<file path="src/rtl/fsort_pkg.sv">
package fsort_pkg;
   typedef enum logic [1:0] {
      FK_REG  = 2'd0,
      FK_CFG  = 2'd1,
      FK_PERM = 2'd2
   } fkind_t;
   localparam int unsigned NUM_ACT = 3;
endpackage

</file>
<file path="src/rtl/fsort_decide.sv">
module fsort_decide
   import fsort_pkg::*;
#(
   parameter int unsigned AREA_W = 4,
   parameter int unsigned K_W    = 4
)(
   input  logic              hist_valid,
   input  logic [AREA_W-1:0] hist_area,
   input  logic [K_W-1:0]    hist_cnt,
   input  logic [AREA_W-1:0] area,
   input  logic [K_W-1:0]    thr_k,
   output fkind_t            kind,
   output logic [K_W-1:0]    cnt_next
);
   logic same;

   always_comb begin
      same     = hist_valid && (area == hist_area);
      cnt_next = hist_cnt + K_W'(1);
      if (!same)
         kind = FK_REG;
      else if (cnt_next >= thr_k)
         kind = FK_PERM;
      else
         kind = FK_CFG;
   end
endmodule

</file>
<file path="src/rtl/fsort_history.sv">
module fsort_history
   import fsort_pkg::*;
#(
   parameter int unsigned AREA_W = 4,
   parameter int unsigned K_W    = 4
)(
   input  logic              clk,
   input  logic              rst_n,
   input  logic              take,
   input  fkind_t            kind,
   input  logic [AREA_W-1:0] area,
   input  logic [K_W-1:0]    cnt_next,
   output logic              hist_valid,
   output logic [AREA_W-1:0] hist_area,
   output logic [K_W-1:0]    hist_cnt
);
   always_ff @(posedge clk) begin
      if (!rst_n) begin
         hist_valid <= 1'b0;
         hist_area  <= '0;
         hist_cnt   <= '0;
      end else if (take) begin
         unique case (kind)
            FK_REG: begin
               hist_valid <= 1'b1;
               hist_area  <= area;
               hist_cnt   <= K_W'(1);
            end
            FK_CFG: begin
               hist_cnt   <= cnt_next;
            end
            default: begin
               hist_valid <= 1'b0;
               hist_area  <= '0;
               hist_cnt   <= '0;
            end
         endcase
      end
   end
endmodule

</file>
<file path="src/rtl/fsort_emit.sv">
module fsort_emit
   import fsort_pkg::*;
#(
   parameter int unsigned AREA_W = 4
)(
   input  logic               clk,
   input  logic               rst_n,
   input  logic               take,
   input  fkind_t             kind,
   input  logic [AREA_W-1:0]  area,
   output logic               act_valid,
   output logic [NUM_ACT-1:0] act_onehot,
   output logic [1:0]         act_kind,
   output logic [AREA_W-1:0]  act_area
);
   logic [NUM_ACT-1:0] oh_d;

   for (genvar i = 0; i < NUM_ACT; i++) begin : g_oh
      assign oh_d[i] = take && (kind == fkind_t'(i));
   end

   always_ff @(posedge clk) begin
      if (!rst_n) begin
         act_valid  <= 1'b0;
         act_onehot <= '0;
         act_kind   <= '0;
         act_area   <= '0;
      end else begin
         act_valid  <= take;
         act_onehot <= oh_d;
         if (take) begin
            act_kind <= kind;
            act_area <= area;
         end
      end
   end
endmodule

</file>
<file path="src/rtl/fault_sorter.sv">
module fault_sorter
   import fsort_pkg::*;
#(
   parameter int unsigned AREA_W = 4,
   parameter int unsigned K_W    = 4
)(
   input  logic              clk,
   input  logic              rst_n,
   input  logic              enable,
   input  logic              flt_stb,
   input  logic [AREA_W-1:0] flt_area,
   input  logic [K_W-1:0]    thr_k,
   output logic              act_valid,
   output logic [2:0]        act_onehot,
   output logic [1:0]        act_kind,
   output logic [AREA_W-1:0] act_area
);
   if (AREA_W < 1) begin : g_bad_area
      $error("fault_sorter: AREA_W must be at least 1");
   end
   if (K_W < 2) begin : g_bad_k
      $error("fault_sorter: K_W must be at least 2");
   end

   logic              take;
   logic              hist_valid;
   logic [AREA_W-1:0] hist_area;
   logic [K_W-1:0]    hist_cnt;
   logic [K_W-1:0]    cnt_next;
   fkind_t            kind;

   assign take = flt_stb && enable;

   fsort_decide #(.AREA_W(AREA_W), .K_W(K_W)) u_decide (
      .hist_valid (hist_valid),
      .hist_area  (hist_area),
      .hist_cnt   (hist_cnt),
      .area       (flt_area),
      .thr_k      (thr_k),
      .kind       (kind),
      .cnt_next   (cnt_next)
   );

   fsort_history #(.AREA_W(AREA_W), .K_W(K_W)) u_hist (
      .clk        (clk),
      .rst_n      (rst_n),
      .take       (take),
      .kind       (kind),
      .area       (flt_area),
      .cnt_next   (cnt_next),
      .hist_valid (hist_valid),
      .hist_area  (hist_area),
      .hist_cnt   (hist_cnt)
   );

   fsort_emit #(.AREA_W(AREA_W)) u_emit (
      .clk        (clk),
      .rst_n      (rst_n),
      .take       (take),
      .kind       (kind),
      .area       (flt_area),
      .act_valid  (act_valid),
      .act_onehot (act_onehot),
      .act_kind   (act_kind),
      .act_area   (act_area)
   );
endmodule

</file>
<file path="config.mk">
export PLATFORM = sky130hd
export DESIGN_NAME = fault_sorter
export DESIGN_NICKNAME = d
export VERILOG_FILES = /design/src/rtl/fsort_pkg.sv /design/src/rtl/fsort_decide.sv /design/src/rtl/fsort_history.sv /design/src/rtl/fsort_emit.sv /design/src/rtl/fault_sorter.sv
export SDC_FILE = /design/constraint.sdc
export NUM_CORES = 1
export LEC_CHECK = 0
export ABC_AREA = 1
export ABC_CLOCK_PERIOD_IN_PS = 3200
export BUFFER_PORTS_ARGS = -buffer_cell sky130_fd_sc_hd__buf_2
export CORE_ASPECT_RATIO = 0.75
export CORE_MARGIN = 4
export CORE_UTILIZATION = 56
export DETAILED_ROUTE_END_ITERATION = 16
export GPL_ROUTABILITY_DRIVEN = 0
export GPL_TIMING_DRIVEN = 0
export PLACE_DENSITY = 0.82
export SETUP_SLACK_MARGIN = 0.4
export SLEW_MARGIN = 20
export SYNTH_ARGS = -nofsm -noshare
export SYNTH_HDL_FRONTEND = slang
export SYNTH_HIERARCHICAL = 1
export SYNTH_SLANG_ARGS = --single-unit
</file>
<file path="constraint.sdc">
create_clock -name clk -period 3.2 [get_ports clk]
set_input_delay 0.64 -clock clk [delete_from_list [all_inputs] [get_ports clk]]
set_output_delay 0.64 -clock clk [all_outputs]
set_load 0.03 [all_outputs]
</file>
==> results of run 1 <==
[per-stage QoR]
stage	instances	instance area, µm²
4_1_cts	195	1160
2_1_floorplan	149	1010
3_5_place_dp	191	1140
5_1_grt	195	1160
3_3_place_gp	191	1140
6_report	195	1160
[worst max-delay path by stage]
stage                       startpoint                  to  depth (start not counted)  slack (ns)
floorplan                     thr_k[3]  u_hist/hist_cnt[1]                         10        1.17
global placement              thr_k[3]  u_hist/hist_cnt[2]                         11        0.93
detailed placement  u_hist/hist_cnt[0]  u_hist/hist_cnt[3]                         11        0.88
CTS                 u_hist/hist_cnt[0]  u_hist/hist_cnt[3]                         11        0.85
global route        u_hist/hist_cnt[0]  u_hist/hist_cnt[3]                         11        0.65
finish              u_hist/hist_cnt[0]  u_hist/hist_cnt[3]                         11        0.87
[cell families after synthesis]
kind of cell	Yosys count	synth area share
simple gates	86	0.366
buf+inv	31	0.128
flops	19	0.378
compound gates	5	0.0323
fa+ha+maj	5	0.0622
xor+xnor	3	0.0336
[critical path, stage by stage (launching register included)]
cell,delay (ns)
dfxtp_1,0.44
ha_1,0.20
xor2_1,0.20
ha_1,0.26
nand2_1,0.08
nor2_1,0.06
nand3b_1,0.14
nor2_1,0.42
nand2_1,0.13
nand2_2,0.14
nand2_1,0.10
nor2_1,0.11
[report_power, final]
part	switching (mW)	internal, mW	total, mW
Clock	0.0692	0.0465	0.116
Combinational	0.0503	0.0299	0.0801
Sequential	0.00561	0.247	0.252
[registers in the layout, summed over array words and instances (netlist names)]
signal	cells
u_emit/act_area	4
u_hist/hist_area	4
u_hist/hist_valid	1
u_emit/act_kind	2
u_emit/act_onehot	3
u_hist/hist_cnt	4
u_emit/act_valid	1
[area by class of cell]
cell class,instances,area [µm²],area share
clock inverters,1,5.00,0.00430
multi-input cells,99,497,0.426
inverters,28,105,0.0902
repair buffers,21,105,0.0902
clock buffers,3,22.5,0.0193
well taps,21,26.3,0.0226
flip-flops and latches,19,380,0.327
plain buffers,3,23.8,0.0204
[layout by cell type (no fill, tap or decap), drive strengths merged]
master  instances
nor2           24
nand3b          1
xnor2           2
a21boi          3
clkbuf          3
dfxtp          19
clkinv          1
a21oi           2
xor2            1
buf            24
nand3           7
ha              5
nor3            3
nand4           1
inv            28
nand2          50
[metal layers]
layer	routed length, µm	global-route usage	vias up
li1	-	-	494
met5	0	0	-
met1	860	0.197	362
met3	94	0.0600	2
met4	8	0.0139	0
met2	859	0.289	16
==> impl_metrics.ini, run 1 <==
[global_route]
grt_pass1_vias = 780
antenna_found_initial = 0
overflow = 0
grt_max_degree = 12
grt_pass1_wl_um = 3240
grt.total_usage = 0.162

[layout]
drive_gt1_frac = 0.201
fin_util = 0.732
area_growth_pct = 15.8
n_antenna_cell = 0
nFillCells = 138
nNetsFinal = 192

[sta]
fmax_mhz = 429
setup_ws_ns = 0.867
worst_pin_slew_ns = 0.503
finalCritPeriodShare = 0.729
finalMaxSlewViolations = 0
setup_viol = 0
finalCriticalPeriod_ns = 2.33
slew_headroom = 0.663
whs_ns = 0.480
fin_tns_setup_ns = 0
grt_setup_unrepaired = false
hold_violations = 0
skew_ns = 0.00526

[logic_synthesis]
ys_warn_count = 6
synthFlopType = dfxtp_1
synth-async-reset-ratio = 0
ys_ff_latch = 19
synth_edf_count = 0
synth.area.top_cells = dfxtp_1, nand2_1, inv_1
synth.most_common_cell = nand2_1
synth_area_leader_cell = dfxtp_1
yosys-top-cells-count = nand2_1, inv_1, nor2_1
synthCells = 149
synth.distinct_cells = 21
syn_nets = 166
syn_area_um2 = 1010
avgSynthCellArea_um2 = 6.75
ys_seq_area_frac = 0.378
synth_top_cell_area_share = 0.378

[power_and_ir_drop]
power.total_mw = 0.448
vdd_drop_max_uv = 322
p_leak_nw = 0.668
powerDensity_nw_per_um2 = 385

[placement]
portBuffers = 21
dp_hpwl_um = 1460
dp_slack_ns = 0.879

[clock_network]
cts_tree = built
numCtsBuffers = 3
hold_buffers = 0
clockBufferDepth = 2
insertion_delay_ns = 0.29
cts_num_sinks = 19
cts_max_level = 1
postCtsResizedCells = 0
cts_root_buf = clkbuf_4
cts_setup_buffers = 0
clkTransAtPathRegs_ns = 0.10

[worst_setup_path]
reg2reg_from = u_hist/hist_cnt[0]
cp_max_fo = 6
startpoint_type = flip-flop
r2r_end = u_hist/hist_cnt[3]
path_class = flip-flop to flip-flop
cp_data_required_time_ns = 3.43
rr_worst_depth = 11
crit_arrival_ns = 2.56
rrSetupSlack_ns = 0.87
critPathCaptureType = flip-flop

[drt]
drt.antenna.violating_nets = 0
wl_per_cell_um = 9.34
wl_um = 1820
first_pass_iters = 4
vias_per_cell = 4.48
num_vias = 874
drt_iter0_drc = 24
drc = 0

[floorplanning]
io_pins = 22
core.rowCount = 12
fp.dieW_um = 56.9
design.die.area_um2 = 2550
start_util = 0.632
die_h_um = 44.7
core-area_um2 = 1590

[run_status]
status = finished, final reports clean

[flow_run]
maxCapViolCount = 0

[min_path]
hold_depth = 2
worstHoldPathType = flip-flop to flip-flop
hp-start = u_emit/act_area[2]
whs_endpoint = u_emit/act_area[2]
No activity file was read; power rests on OpenSTA's default activity.
==> run 2: changes to the inputs <==
Settings changed: ABC_CLOCK_PERIOD_IN_PS 3200 to 2000, CORE_UTILIZATION 56 to 47, PLACE_DENSITY 0.82 to 0.73.
Clock period 3.2 ns to 2 ns, I/O delays scaled along.
==> impl_metrics.ini, run 2 (same netlist as run 1, synthesis figures left out) <==
[floorplanning]
core-area_um2 = 2010
design.die.area_um2 = 2950
io_pins = 22
fp.dieW_um = 61.4
core.rowCount = 14
die_h_um = 48.1
start_util = 0.499

[worst_setup_path]
cp_max_fo = 6
critPathCaptureType = flip-flop
rr_worst_depth = 13
path_class = flip-flop to flip-flop
crit_start = u_hist/hist_cnt[1]
crit_arrival_ns = 2.19
startpoint_type = flip-flop
crit_end = u_hist/hist_cnt[2]
reg2reg_from = u_hist/hist_cnt[1]
r2r_end = u_hist/hist_cnt[2]
rrSetupSlack_ns = 0.02
cp_data_required_time_ns = 2.20

[layout]
fin_util = 0.700
top_regs = u_emit/act_area (4), u_hist/hist_area (4), u_hist/hist_cnt (4)
regArea_um2 = 392
nNetsFinal = 200
multi_input_area_um2 = 633
area_growth_pct = 40.2
n_antenna_cell = 0
drive_gt1_frac = 0.374
final_cell_mix = nand2_1, inv_1, buf_2
nFillCells = 156
final_common_cell = nand2_1

[clock_network]
cts_num_sinks = 19
insertion_delay_ns = 0.30
numCtsBuffers = 3
cts_root_buf = clkbuf_4
cts_max_level = 1
cts_tree = built
clkTransAtPathRegs_ns = 0.12
clockBufferDepth = 2
hold_buffers = 0

[drt]
vias_per_cell = 4.81
first_pass_iters = 4
num_vias = 991
drt_iter0_drc = 23
wl_um = 2400
drc = 0
drt.antenna.violating_nets = 0
wl_per_cell_um = 11.6

[sta]
slew_headroom = 0.750
setup_ws_ns = 0.0158
finalCritPeriodShare = 0.992
fin_tns_setup_ns = 0
finalMaxSlewViolations = 0
whs_ns = 0.405
worst_pin_slew_ns = 0.375
finalCriticalPeriod_ns = 1.98
hold_violations = 0
fmax_mhz = 504
skew_ns = 0.00740
grt_setup_unrepaired = true
setup_viol = 0

[placement]
portBuffers = 21
dp_hpwl_um = 1580
dp_slack_ns = -0.0242

[min_path]
worstHoldPathType = input port to flip-flop

[run_status]
status = finished, final reports clean

[power_and_ir_drop]
switching_power_mw = 0.232
power_frac_clock = 0.262
powerDensity_nw_per_um2 = 538
switching_share = 0.306
p_comb_frac = 0.207
intPower_mw = 0.526
vdd_drop_max_uv = 367
power_frac_seq = 0.530
p_leak_nw = 0.735

[global_route]
use_met2 = 0.285
busiest_layer = met2
grt.total_usage = 0.160
overflow = 0
antenna_found_initial = 0
grt_max_degree = 12
met1_usage = 0.196
grt_pass1_vias = 821
grt_use_met3 = 0.0485
grt_pass1_wl_um = 3460

[flow_run]
maxCapViolCount = 0
==> run 2: area by class of cell <==
| class | count | share of cell area |
|---|---|---|
| multi-input cells | 99 | 0.449 |
| clock inverters | 1 | 0.00355 |
| repair buffers | 29 | 0.138 |
| clock buffers | 3 | 0.0160 |
| plain buffers | 3 | 0.0169 |
| inverters | 28 | 0.0781 |
| well taps | 24 | 0.0213 |
| flip-flops and latches | 19 | 0.278 |
==> run 2: layer usage <==
layer  wire, µm  share of wire  vias up
li1           -              -      507
met1        993           0.41      455
met2       1270           0.53       27
met3        125          0.052        2
met4         11         0.0046        0
met5          0              0        -
==> run 2: through the flow <==
step           power, mW  cells  area (µm²)
5_1_grt            0.805    206        1410
3_3_place_gp       0.541    194        1170
2_1_floorplan      0.507    149        1030
6_report           0.759    206        1410
4_1_cts            0.746    202        1300
3_5_place_dp       0.546    194        1170
==> run 2: repair_timing <==
action,CTS,global route
endpoints found under the setup margin,14,14
buffers inserted,4,4
pin swaps,13,11
gates resized for setup,17,15
==> run 2: power groups by stage <==
stage / Sequential [mW] / Clock (mW) / Combinational (mW)
after global routing: 0.405 / 0.226 / 0.174
after floorplan: 0.431 / 0 / 0.0756
after CTS: 0.402 / 0.202 / 0.142
after global placement: 0.413 / 0 / 0.128
after detailed placement: 0.414 / 0 / 0.133
final: 0.402 / 0.199 / 0.157
==> run 2: worst max-delay path, stage by stage, from the launching register on <==
cell and delay, ns:
dfxtp_4 0.38, ha_4 0.16, xor2_2 0.14, ha_1 0.28, nand2_2 0.08, nor2_4 0.10, buf_4 0.13, nor2_4 0.04
nor2_4 0.19, inv_2 0.06, nand2_2 0.08, nand2_4 0.08, nand2_4 0.10, nor2_1 0.05
==> run 2: worst min-delay path by stage <==
| stage | from | cells after the start | slack, ns | endpoint |
|---|---|---|---|---|
| after CTS | flt_area[3] | 3 | 0.40 | u_hist/hist_area[3] |
| after global routing | flt_area[3] | 3 | 0.40 | u_hist/hist_area[3] |
| after detailed placement | u_emit/act_area[2] | 2 | 0.46 | u_emit/act_area[2] |
| after global placement | u_emit/act_area[1] | 2 | 0.45 | u_emit/act_area[1] |
| final | flt_area[3] | 3 | 0.41 | u_hist/hist_area[3] |
| after floorplan | u_hist/hist_valid | 2 | 0.44 | u_hist/hist_valid |
